File: config.mk
export PLATFORM = sky130hd
export DESIGN_NAME = fp_cmp_unit
export DESIGN_NICKNAME = d
export VERILOG_FILES = /design/src/rtl/fcmp_pkg.sv /design/src/rtl/fcmp_rst_sync.sv /design/src/rtl/fcmp_classify.sv /design/src/rtl/fcmp_relate.sv /design/src/rtl/fp_cmp_unit.sv
export SDC_FILE = /design/constraint.sdc
export NUM_CORES = 1
export LEC_CHECK = 0
export BUFFER_PORTS_ARGS = -buffer_cell sky130_fd_sc_hd__clkbuf_2
export CORE_MARGIN = 8
export CORE_UTILIZATION = 37
export DETAILED_ROUTE_END_ITERATION = 16
export GPL_TIMING_DRIVEN = 0
export PLACE_DENSITY_LB_ADDON = 0.08
export SLEW_MARGIN = 10
export SYNTH_ARGS = -nofsm -noshare
export SYNTH_HDL_FRONTEND = slang
export SYNTH_SLANG_ARGS = --single-unit
export TNS_END_PERCENT = 50
File: constraint.sdc
create_clock -name clk -period 0.8 [get_ports clk]
set_input_delay 0.04 -clock clk [delete_from_list [all_inputs] [get_ports clk]]
set_output_delay 0.04 -clock clk [all_outputs]
set_load 0.02 [all_outputs]
File: src/rtl/fcmp_pkg.sv
package fcmp_pkg;

  localparam int unsigned REL_LT  = 0;
  localparam int unsigned REL_EQ  = 1;
  localparam int unsigned REL_GT  = 2;
  localparam int unsigned REL_UN  = 3;
  localparam int unsigned REL_W   = 4;
  localparam int unsigned DEN_A   = 4;
  localparam int unsigned DEN_B   = 5;

  typedef struct packed {
    logic sign;
    logic is_zero;
    logic is_sub;
    logic is_inf;
    logic is_nan;
    logic is_snan;
  } fcls_t;

endpackage

File: src/rtl/fcmp_rst_sync.sv
module fcmp_rst_sync #(
  parameter int unsigned STAGES = 2
) (
  input  logic clk,
  input  logic rst_n,
  output logic rst_n_sync
);

  logic [STAGES-1:0] chain_q;

  always_ff @(posedge clk or negedge rst_n) begin
    if (!rst_n) begin
      chain_q <= '0;
    end else begin
      chain_q <= {chain_q[STAGES-2:0], 1'b1};
    end
  end

  assign rst_n_sync = chain_q[STAGES-1];

endmodule

File: src/rtl/fcmp_classify.sv
module fcmp_classify
  import fcmp_pkg::*;
#(
  parameter int unsigned EXP_W = 8,
  parameter int unsigned MAN_W = 23
) (
  input  logic [EXP_W+MAN_W:0] op,
  output fcls_t                cls
);

  localparam int unsigned W = 1 + EXP_W + MAN_W;

  logic [EXP_W-1:0] ex;
  logic [MAN_W-1:0] fr;
  logic             ex_zero;
  logic             ex_ones;
  logic             fr_zero;

  always_comb begin
    ex      = op[W-2:MAN_W];
    fr      = op[MAN_W-1:0];
    ex_zero = (ex == '0);
    ex_ones = (ex == '1);
    fr_zero = (fr == '0);

    cls.sign    = op[W-1];
    cls.is_zero = ex_zero && fr_zero;
    cls.is_sub  = ex_zero && !fr_zero;
    cls.is_inf  = ex_ones && fr_zero;
    cls.is_nan  = ex_ones && !fr_zero;
    cls.is_snan = ex_ones && !fr_zero && !fr[MAN_W-1];
  end

endmodule

File: src/rtl/fcmp_relate.sv
module fcmp_relate
  import fcmp_pkg::*;
#(
  parameter int unsigned EXP_W = 8,
  parameter int unsigned MAN_W = 23
) (
  input  logic [EXP_W+MAN_W:0] opa,
  input  logic [EXP_W+MAN_W:0] opb,
  input  fcls_t                cls_a,
  input  fcls_t                cls_b,
  output logic [REL_W-1:0]     rel
);

  localparam int unsigned MAG_W = EXP_W + MAN_W;

  logic [MAG_W-1:0] mag_a;
  logic [MAG_W-1:0] mag_b;
  logic             mag_gt;
  logic             a_above;

  always_comb begin
    mag_a   = opa[MAG_W-1:0];
    mag_b   = opb[MAG_W-1:0];
    mag_gt  = (mag_a > mag_b);
    a_above = 1'b0;
    rel     = '0;

    if (cls_a.is_nan || cls_b.is_nan) begin
      rel[REL_UN] = 1'b1;
    end else if (cls_a.is_zero && cls_b.is_zero) begin
      rel[REL_EQ] = 1'b1;
    end else if (opa == opb) begin
      rel[REL_EQ] = 1'b1;
    end else begin
      if (cls_a.sign != cls_b.sign) begin
        a_above = !cls_a.sign;
      end else if (cls_a.sign) begin
        a_above = !mag_gt;
      end else begin
        a_above = mag_gt;
      end
      if (a_above) begin
        rel[REL_GT] = 1'b1;
      end else begin
        rel[REL_LT] = 1'b1;
      end
    end
  end

endmodule

File: src/rtl/fp_cmp_unit.sv
module fp_cmp_unit
  import fcmp_pkg::*;
#(
  parameter int unsigned EXP_W = 8,
  parameter int unsigned MAN_W = 23,
  parameter int unsigned RES_W = 32
) (
  input  logic                   clk,
  input  logic                   rst_n,
  input  logic                   cmp_en,
  input  logic [EXP_W+MAN_W:0]   opa,
  input  logic [EXP_W+MAN_W:0]   opb,
  output logic [RES_W-1:0]       cmp_res,
  output logic                   cmp_inv
);

  localparam int unsigned W     = 1 + EXP_W + MAN_W;
  localparam int unsigned N_OPS = 2;

  logic              rst_n_s;
  logic [W-1:0]      ops [N_OPS];
  fcls_t             cls [N_OPS];
  logic [REL_W-1:0]  rel;
  logic [RES_W-1:0]  res_d;
  logic              inv_d;
  logic [RES_W-1:0]  res_q;
  logic              inv_q;

  fcmp_rst_sync #(.STAGES(2)) u_rst_sync (
    .clk        (clk),
    .rst_n      (rst_n),
    .rst_n_sync (rst_n_s)
  );

  assign ops[0] = opa;
  assign ops[1] = opb;

  for (genvar gi = 0; gi < N_OPS; gi++) begin : g_cls
    fcmp_classify #(.EXP_W(EXP_W), .MAN_W(MAN_W)) u_cls (
      .op  (ops[gi]),
      .cls (cls[gi])
    );
  end

  fcmp_relate #(.EXP_W(EXP_W), .MAN_W(MAN_W)) u_rel (
    .opa   (opa),
    .opb   (opb),
    .cls_a (cls[0]),
    .cls_b (cls[1]),
    .rel   (rel)
  );

  // Next-state assembly of the result word.
  always_comb begin
    res_d              = '0;
    res_d[REL_W-1:0]   = rel;
    res_d[DEN_A]       = cls[0].is_sub;
    res_d[DEN_B]       = cls[1].is_sub;
    inv_d              = cls[0].is_snan || cls[1].is_snan;
  end

  // Output register stage with explicit load enable.
  always_ff @(posedge clk or negedge rst_n_s) begin
    if (!rst_n_s) begin
      res_q <= '0;
      inv_q <= 1'b0;
    end else if (cmp_en) begin
      res_q <= res_d;
      inv_q <= inv_d;
    end
  end

  assign cmp_res = res_q;
  assign cmp_inv = inv_q;

endmodule

==> results summary, run 1 <==
In this run the horizontal extent of the chip is 81.64 um. The distinct cell type count of the synthesized netlist is 36. During synthesis, Yosys emitted a total of 0 warnings. The placed cell count came out at 355. The power density over cell area is 822.1 mW/mm2.

The data arrival time of the critical path is 1.57 ns. The internal power came out at approximately 1.5 mW. Once detail routing completed, the nets flagged for antenna violations numbered 0. The area growth from synthesis to layout is 77.39%. The HPWL after detailed placement is 4235 um. The overflow left after global routing is 0.

The die covers between 0.006 and 0.007 mm2. The gate count after technology mapping is between 200 and 250. The number of detailed-route iterations in the first pass came out at 4. The most frequent cell after synthesis is inv_1.

Counting instances in the post-synthesis netlist gives the leading cell types as inv_1, ha_1, buf_4. The max capacitance violation total came out at 0. The final reports fail on setup timing. The portion of the post-synthesis area used by sequential elements is 0.1413. The synthesized design spends more area on one cell type than any other, namely ha_1. The total count of hold-check failures in the final report is 0. The number of antenna violations at the first check in global routing is 0. The number of antenna diodes in the final layout is 0. The proportion of netlist area held by the largest area contributor is 0.2433. On the worst path, the slowest cell contributes a delay of 0.31 ns. The switching share of total power is 0.3679. The residual DRC count is 0. For this run, the post-layout net count is 415. The final core utilization is 0.6631.

The y dimension of the die came out at 81.64 um. For this run, the leading register cell type out of synthesis is dfrtp_1. TritonCTS created 3 clock buffers. The via count of the first global-routing pass is 1737.

The maximum clock frequency came out at 0.7169 GHz. The clock share of power came out at 0.230. Clock latency on the worst-skew pair, taken at its later pin, is 0.24 ns. The cell chosen for the clock root is clkbuf_8. For this design the top-level I/O count stands at 100. The buffer levels on the longest clock path is 2. The initial detailed-routing violation count came out at 46. The core footprint is approximately 0.0043 mm2. TritonCTS built the clock tree. The slack of the critical path is -0.5949 ns. Walking the worst path, the cells encountered are clkbuf_8, inv_4, ha_4, a21oi_4, o21ai_2, a221oi_2, a21oi_2, o21ai_2, mux2i_1, a22o_1. The worst voltage drop across the vdd grid came out at 0.0008758 V. The sequential share of power came out at 0.216.

The post-synthesis area per instance is 7.738 um2. Counting instances, the worst hold path has a depth of 2. The run finished, with violations left.

The ratio of final minimum period to clock period is 1.744. The path with the worst hold slack has its endpoint at cmp_res[4]. Yosys mapped a number of flops with a built-in enable equal to 0. The top fanout value on the critical path came out at 2. The total number of placement rows came out at 24. The register-to-register path setup slack is 0.10 ns. The number of max-slew violations in the final report is 0. Of the cells placed in the final design, the portion with a size suffix greater than 1 is 0.5665. The count of placed standard cells in the final layout, fillers left out came out at 368. The cell type of the slowest stage on the worst timing path is a221oi_2.

The worst setup path is of the input pin to register kind. In this run the power spent charging and discharging nets is 855.2 uW. The capturing point of the worst reg2reg path is cmp_res[2].

The count of buffers inserted at the top-level ports is 72. Summed over all layers, the routed wires come to 5028 um. The sink count of the clock tree is 9. The average via count per standard cell came out at 4.658.

Setup repair after global routing could not meet its margin everywhere. The data required time of the worst path came out at around 0.98 ns. The average wire length per cell after detail routing is 13.66 um. The last weighted congestion value of the routability-driven placer is 0.7506. The fraction of synthesis flops using an asynchronous set or reset pin is 1.000.

The number of failing setup endpoints in the final timing report came out at 11. The worst register-to-register path begins at cmp_res[2]. The most numerous cell type found on the critical path is o21ai_2. Counting cells, the worst reg-to-reg path comes to 1. STA classifies the critical path startpoint as an input pin.

The worst min-delay path class is input pin to register. The global-route wire length before repair came out at 7638 um. In this run the most critical hold path is launched from cmp_en. The clock transition time at the flip-flop clock pins of the worst setup and hold paths is 0.05 ns. The final critical delay including setup and external delays came out at 1.395 ns. The combinational share of power came out at 0.554. The routed layout has 1714 vias. The global router's overall resource usage is 0.1420. The netlist area before placement came out at between 0.0015 and 0.002 mm2. The final setup TNS is -2.464 ns. Summed over all cells, the static leakage comes to 1.380 nW.

Entering global routing, the biggest net connects 11 pins. The nature of the critical path endpoint is a register. CTS built an H-tree with a depth of 1. The synthesized flop and latch total came out at 9. For this configuration, the core starts out at a cell density of 0.3738. After synthesis, the cell types taking the most area are ha_1, dfrtp_1, buf_4. The setup clock skew after layout is just under 0.006 ns.
[cell type report]
cell class | count | area [um2]
fillers | 354 | 1436
clock buffers | 4 | 45.04
well taps | 52 | 65.06
inverters | 39 | 181.4
plain buffers | 27 | 209.0
repair buffers | 81 | 586.8
flip-flops and latches | 9 | 225.2
multi-input cells | 156 | 1515
[routing by layer]
metal,GRT usage,up-vias,wire (um)
met5,0,-,0
li1,-,900,-
met2,0.2538,66,2441
met4,0.03158,0,42
met3,0.03173,5,488
met1,0.1687,743,2054
[registers in the layout (all words and copies together), names as in the netlist]
name,flops
cmp_res,6
u_rst_sync.chain_q,2
cmp_inv,1
[critical path, delay by kind of cell]
kind            cells  cell delay, ns
compound gates      6            0.90
fa+ha+maj           1            0.24
buf+inv             2            0.16
mux                 1            0.24
[power groups by stage]
stage,sequential [mW],clock [mW],combinational (mW)
after global routing,0.506,0.575,1.43
after floorplan,0.531,0,0.650
after CTS,0.502,0.547,1.15
after global placement,0.508,0,1.04
after detailed placement,0.508,0,1.05
final,0.502,0.534,1.29
[layout by cell type, fill, tap and decap left out, types with 4 or more instances in the layout]
cell type and count:
nand4_1 13, a21oi_2 4, ha_4 21, conb_1 27, a21oi_1 8, nand3_2 5, buf_4 37, nor4_2 5
inv_2 6, buf_6 8, buf_8 4, nand3_1 5, clkbuf_2 47, nor2_1 7, dfrtp_1 9, nand2_1 9
inv_1 23, inv_4 9, clkbuf_8 9, nor4_4 4, ha_1 10, buf_2 4
[worst max path at each step]
stage / from / end / slack (ns) / cells after the start
after floorplan: opb[24] / cmp_res[2] / -0.60 / 9
after global placement: opb[24] / cmp_res[2] / -0.96 / 10
after detailed placement: opb[24] / cmp_res[2] / -0.95 / 10
after CTS: opb[24] / cmp_res[2] / -0.61 / 11
after global routing: opb[12] / cmp_res[2] / -0.72 / 10
final: opb[8] / cmp_res[2] / -0.59 / 10
[per-stage QoR]
stage	worst slack, ns	hold slack [ns]	power (mW)	instance area, um2
floorplan	-0.6017	-0.2556	1.181	1942
detailed placement	-0.9469	-0.1722	1.561	2367
global route	-0.7180	0.07032	2.509	2828
CTS	-0.6106	0.06029	2.201	2616
finish	-0.5949	0.06164	2.325	2828
global placement	-0.9597	-0.1734	1.550	2367
[logic make-up after synthesis]
group,synth area share
AND/OR/NAND/NOR,0.2583
multiplexers,0.006280
adder cells (fa/ha/maj),0.2433
other,0.004711
AO/OA/AOI/OAI,0.1177
XOR/XNOR,0.005496
flip-flops,0.1413
buffers and inverters,0.2229
[repair_timing]
item | in CTS | in global routing
pin swaps | 23 | 23
hold buffers | 1 | 0
setup endpoints to repair | 14 | 14
cloned | 0 | 0
hold endpoints to repair | 2 | 0
gates resized for setup | 31 | 59
buffers inserted | 4 | 4
Power figures use the tool's default switching activity.
==> run 2, diff against run 1 <==
==> constraint.sdc (replaced) <==
create_clock -name clk -period 0.8 [get_ports clk]
set_input_delay 0 -clock clk [delete_from_list [all_inputs] [get_ports clk]]
set_output_delay 0 -clock clk [all_outputs]
set_load 0.02 [all_outputs]
==> run 2 against run 1 <==
Effect of this change: the run still ends with setup timing left; critical path depth shrank 1; cell count shrank 0.82%; design area shrank 3.4%; total power shrank 1.6%; flip-flop and latch count is the same; core utilization shrank 2.3 points; critical endpoint unchanged; largest power group unchanged.
==> results summary, run 2 (synthesis gave the netlist of run 1 again) <==
The top cell types in the final layout, fill and taps aside, are clkbuf_2, buf_4, conb_1. The buffer levels on the longest clock path is 2. The via count of the routed design came out at 1706. The HPWL after detailed placement came out at between 4000 and 5000 um. The number of buffers and inverters on the critical path came out at 2. The tightest min-delay check is of the input pin to register type. Once routing completed, OpenROAD measured the worst setup slack at -0.5325 ns. Derived from the worst setup path, the maximum achievable clock frequency is approximately 0.75 GHz. The CTS buffer count came out at 3. Across the VDD grid, the largest voltage drop is a little under 0.0009 V.

The number of detailed-route iterations in the first pass is 4. The via count of the first global-routing pass is 1722. The post-layout net count came out at 412. 100 I/O pins were placed. The number of max-slew violations in the final report is 0. The area added between synthesis and finish is 71.35%. The critical path in this run is classified as input pin to register. The last weighted congestion value of the routability-driven placer came out at 0.7506. The clock insertion delay at the later pin of the skew report came out at 0.24 ns. The average via count per standard cell is 4.674. The y dimension of the die is 81.64 um. The number of inserted filler cells in the final layout came out at 370. TritonCTS built the clock tree. Power spread over the standard cell area amounts to 837.6 mW/mm2. The minimum hold slack is 0.01375 ns. The top fanout value on the critical path is 2. The average wire length per cell after detail routing came out at 13.43 um. The register with the most flip-flops in the layout has 6 of them. The largest individual stage delay along the critical path comes from the cell nor4_4. The flow ran to the end, but the final reports show violations. The total die area is 0.006664 mm2. The count of inserted antenna diode cells came out at 0. The checks that failed: setup timing.

Setup repair after global routing could not meet its margin everywhere. The cell sitting at the root of the clock tree is a clkbuf_8. The global router's overall resource usage is 0.1391.

For this design, the sink count on the clock tree is 9. The core footprint is 0.004264 mm2. The initial core utilization is 0.3738. Grouping stages by cell kind, the critical path spends the most delay in simple AND/OR/NAND/NOR gates. The most common cell after layout, fill and taps aside is clkbuf_2. The completed layout was analyzed and its total power is 2.288 mW. The first global-routing pass estimated 7472 um of wire. The total count of hold-check failures in the final report came to 0. For this run, design rule violations remaining after detail routing come to 0. In this run the static leakage power is 1.348 nW. Walking the worst path, the cells encountered are clkbuf_8, inv_4, ha_4, nand4_1, nor4_4, nand3_1, o21ai_2, mux2i_1, a22o_1. The overall die width is 81.64 um. The data arrival time of the critical path came out at 1.51 ns.

The clock transition time at the flip-flop clock pins of the worst setup and hold paths came out at 0.05 ns. For this run, the slowest stage of the critical path takes 0.31 ns. Once detail routing completed, the nets flagged for antenna violations numbered 0. The data required time of the worst path is 0.98 ns. The final core utilization is 0.6406.

The final setup TNS came out at -1.959 ns. The first routing iteration left 26 violations. The overflow left after global routing came out at 0. The ratio of final minimum period to clock period is 1.666.

The nature of the critical path endpoint is a register. The total number of placement rows is 24. The H-tree depth came out at 1. Entering global routing, the biggest net connects 11 pins.

Port buffering added 72 buffers. The nature of the critical path startpoint is an input pin. The number of failing setup endpoints in the final timing report is 7.

The final critical delay including setup and external delays came out at 1.333 ns. The setup clock skew after layout came out at a little over 0.006 ns. The number of antenna violations at the first check in global routing was 0. The tool flagged a number of max-cap violations equal to 0. The routed wire length came out at 4903 um. The share of layout cells above drive strength 1 is 0.5559.
run 2: cell types whose count changed in the layout (fill, tap and decap cells not counted), sizes merged:
| cell | change |
|---|---|
| clkbuf | +4 |
| buf | -7 |
run 2: final cells by class:
type                    instances  area [um2]  area share
plain buffers                  27       209.0     0.07650
clock buffers                   4       45.04     0.01649
inverters                      39       178.9     0.06551
multi-input cells             156        1489      0.5451
flip-flops and latches          9       225.2     0.08246
well taps                      52       65.06     0.02382
repair buffers                 78       519.2      0.1901
run 2: worst paths after layout:
check	startpoint	to	slack (ns)	depth (start not counted)
setup reg to reg	cmp_res[2]	cmp_res[2]	0.10	1
hold / removal	cmp_en	cmp_res[4]	0.01	2
max in group asynchronous	u_rst_sync.chain_q[1]	cmp_res[5]	0.46	0
hold reg to reg	u_rst_sync.chain_q[1]	cmp_res[4]	0.11	0
setup / recovery	opb[8]	cmp_res[2]	-0.53	9
min in group asynchronous	rst_n	u_rst_sync.chain_q[0]	0.08	2
run 2: power breakdown:
part	switching [mW]	internal, mW
clock network	0.187	0.348
logic	0.636	0.615
registers	0.0192	0.483
total	0.843	1.45
run 2: metrics by stage:
stage	instances	setup WS, ns	area [um2]
final	365	-0.5325	2731
after CTS	361	-0.5706	2526
after floorplan	231	-0.5617	1942
after global placement	355	-0.9197	2367
after global routing	365	-0.6916	2731
after detailed placement	355	-0.9069	2367
run 2: per-layer routing:
metal | global-route usage | share of wire | vias to the layer above
li1 | - | - | 897
met1 | 0.1655 | 0.40 | 732
met2 | 0.2482 | 0.48 | 70
met3 | 0.03063 | 0.11 | 7
met4 | 0.03158 | 0.011 | 0
met5 | 0 | 0 | -
run 2: repair_timing:
action,in CTS,in global routing
hold buffers,1,0
resized for setup,19,51
setup buffers,1,4
hold endpoints to repair,2,0
pin swaps,20,22
endpoints found under the setup margin,7,9
==> run 3, diff against run 2 <==
--- a/config.mk
+++ b/config.mk
@@ -13,2 +13,3 @@
 export PLACE_DENSITY_LB_ADDON = 0.08
+export REMOVE_ABC_BUFFERS = 1
 export SLEW_MARGIN = 10
--- a/constraint.sdc
+++ b/constraint.sdc
@@ -3,2 +3,2 @@
 set_output_delay 0 -clock clk [all_outputs]
-set_load 0.02 [all_outputs]
+set_load 0.05 [all_outputs]
==> run 3 against run 2 <==
Effect of this change: combinational power rose by 6%; sequential share of layout area increased by 0.68 points; setup slack got worse by 0.11 ns; the run still ends with setup timing left; design area down 7.7%.
==> results summary, run 3 (synthesis gave the netlist of run 1 again) <==
The most numerous cell type found on the critical path is buf_4. The worst setup path is launched from an input pin. The CTS buffer count came out at 3. The worst register-to-register path begins at cmp_res[2]. Leaving out fill and tap cells, the most frequent cell in the layout is clkbuf_2.

The startpoint-to-endpoint class of the critical path is input pin to register. The H-tree depth came out at 1. The average wire length per cell after detail routing came out at roughly 14 um. The capturing point of the worst reg2reg path is cmp_res[2]. The number of failing setup endpoints in the final timing report came out at 7. The setup clock skew after layout is 0.003849 ns.

Once routing completed, OpenROAD measured the worst setup slack at -0.6386 ns. The count of buffers inserted at the top-level ports is between 70 and 80. The HPWL after detailed placement is 4094 um. The routed wire length is 5005 um. The total number of placement rows came out at 24. The maximum clock frequency is roughly 0.7 GHz. Dividing the final minimum period by the clock period gives 1.798. The final reports fail on setup timing. The cell chosen for the clock root is clkbuf_8.

The power spent charging and discharging nets came out at approximately 1.0 mW. The number of antenna violations at the first check in global routing is 0. The register with the most flip-flops in the layout has 6 of them. The total power consumption of the routed design is 2.352 mW. Setup repair after global routing could not meet its margin everywhere. The switching share of total power is 0.4267.

The number of nets still failing antenna checks after routing came out at 0. The worst voltage drop across the vdd grid is roughly 0.00084 V. The data required time of the worst path came out at 0.92 ns.

The total count of hold-check failures in the final report is 0. The nature of the critical path endpoint is a register. The share of total power dissipated in the clock network is 0.220.

Of the total power, registers draw 0.216. The internal power came out at 1.348 mW. Across every metal layer, demand over resource in global routing totals 0.1355. The y dimension of the die is roughly 82 um. The number of buffers and inverters on the critical path came out at 3. In the final layout, the share of cells above drive strength 1 is 0.5000. The pin count of the biggest net entering global routing is 11. The data arrival time of the critical path is 1.56 ns. The total area inside the core boundary comes to 0.004264 mm2. Leaving out fill and tap cells, the most frequent cells in the layout are clkbuf_2, conb_1, inv_1. Counting I/O delays and the setup requirement, the final critical path takes 1.439 ns. The clock tree from TritonCTS is built. The via count of the routed design came out at 1704. The clock transition time at the flip-flop clock pins of the worst setup and hold paths is 0.04 ns.

The via count of the first global-routing pass is 1765. For this configuration, the core starts out at a cell density of 0.3738. The max capacitance violation total is 0.

The count of inserted antenna diode cells came out at 0. Across all register-to-register paths, the minimum setup slack is ~0.070 ns. The worst reg-to-reg path cell count is 1. The power density over cell area came out at 932.4 mW/mm2. The global-route wire length before repair is 7403 um.

Once placement completed, the tool counted placed cells totaling 329. The largest delay contributor family on the critical path is simple AND/OR/NAND/NOR gates. The total die area came out at 0.006664 mm2. The worst min-delay path class is input pin to async pin. The flow ran to the end, but the final reports show violations. The top fanout value on the critical path is 3.

The initial detailed-routing violation count came out at 41. The buffer levels on the longest clock path is 2. Dividing the detail-routed via count by the number of cells gives 4.925. The number of top-level pins is 100. The leakage dissipation came out at between 1 and 1.5 nW. Relative to the synthesized area, the layout overhead comes to 58.24%.

The largest stage delay on the critical path is 0.28 ns. Excluding fillers, the count of instances in the completed layout stands at about 350. The number of max-slew violations in the final report is 0.

The signal on the critical path passes through clkbuf_2, ha_4, nand4_1, buf_4, buf_4, nor4_1, and3_2, nor3_1, a22o_1. The sink count of the clock tree is 9. The clock insertion delay at the later pin of the skew report came out at 0.23 ns. The last weighted congestion value of the routability-driven placer came out at 0.8306. The overflow left after global routing is 0. The pre-antenna-repair detailed-routing pass consisted of 4 iterations.

Among all stages on the critical path, the largest delay is contributed by ha_4. The placement-stage worst setup slack came out at -1.035 ns. The post-layout net count came out at 393. For this run, design rule violations remaining after detail routing come to 0. The combinational share of power came out at 0.564. The overall die width came out at ~82 um.

In the final timing run, aggregate negative setup slack is -2.695 ns.
run 3: through the flow:
stage,utilization,hold WS [ns],cell area [um2]
finish,0.5915,0.08855,2522
detailed placement,0.4478,-0.2111,1909
floorplan,-,-0.2956,1479
global placement,0.4478,-0.2134,1909
CTS,0.5346,0.08378,2280
global route,0.5915,0.1027,2522
run 3: per-layer routing:
metal,GRT usage,vias to the layer above,part of all wire,routed length (um)
met2,0.2426,76,0.48,2389
met3,0.03611,9,0.10,503
li1,-,856,-,-
met4,0.02105,0,0.013,65
met5,0,-,0,0
met1,0.1606,763,0.41,2046
run 3: layout make-up:
type                       instances  area [um2]
tap                               52       65.06
timing repair buffer              86       604.3
sequential                         9       225.2
multi-input combinational        156        1431
clock buffer                       4       45.04
fill                             413        1742
inverter                          39       151.4
run 3: worst max path at each step:
stage               slack (ns)    start         end  cells past startpoint
finish                   -0.64  opa[25]  cmp_res[2]                      9
global route             -0.74   opb[2]  cmp_res[2]                     10
CTS                      -0.66  opb[29]  cmp_res[2]                     10
detailed placement       -1.04   opb[8]  cmp_res[2]                     10
global placement         -1.07   opb[8]  cmp_res[2]                     10
floorplan                -0.65  opb[22]  cmp_res[2]                      9
run 3: repair_timing:
| item | 4_1_cts | 5_1_grt |
|---|---|---|
| setup endpoints to repair | 14 | 14 |
| buffers inserted | 4 | 8 |
| hold endpoints to repair | 2 | 0 |
| gates resized for setup | 44 | 53 |
| pin swaps | 12 | 19 |
| hold buffers | 1 | 0 |
run 3: power by group through the flow:
stage	registers, mW	logic [mW]	clock network (mW)
after floorplan	0.579	0.597	0
after global placement	0.509	1.01	0
after detailed placement	0.509	1.01	0
after CTS	0.504	1.18	0.539
after global routing	0.513	1.45	0.570
final	0.509	1.33	0.517
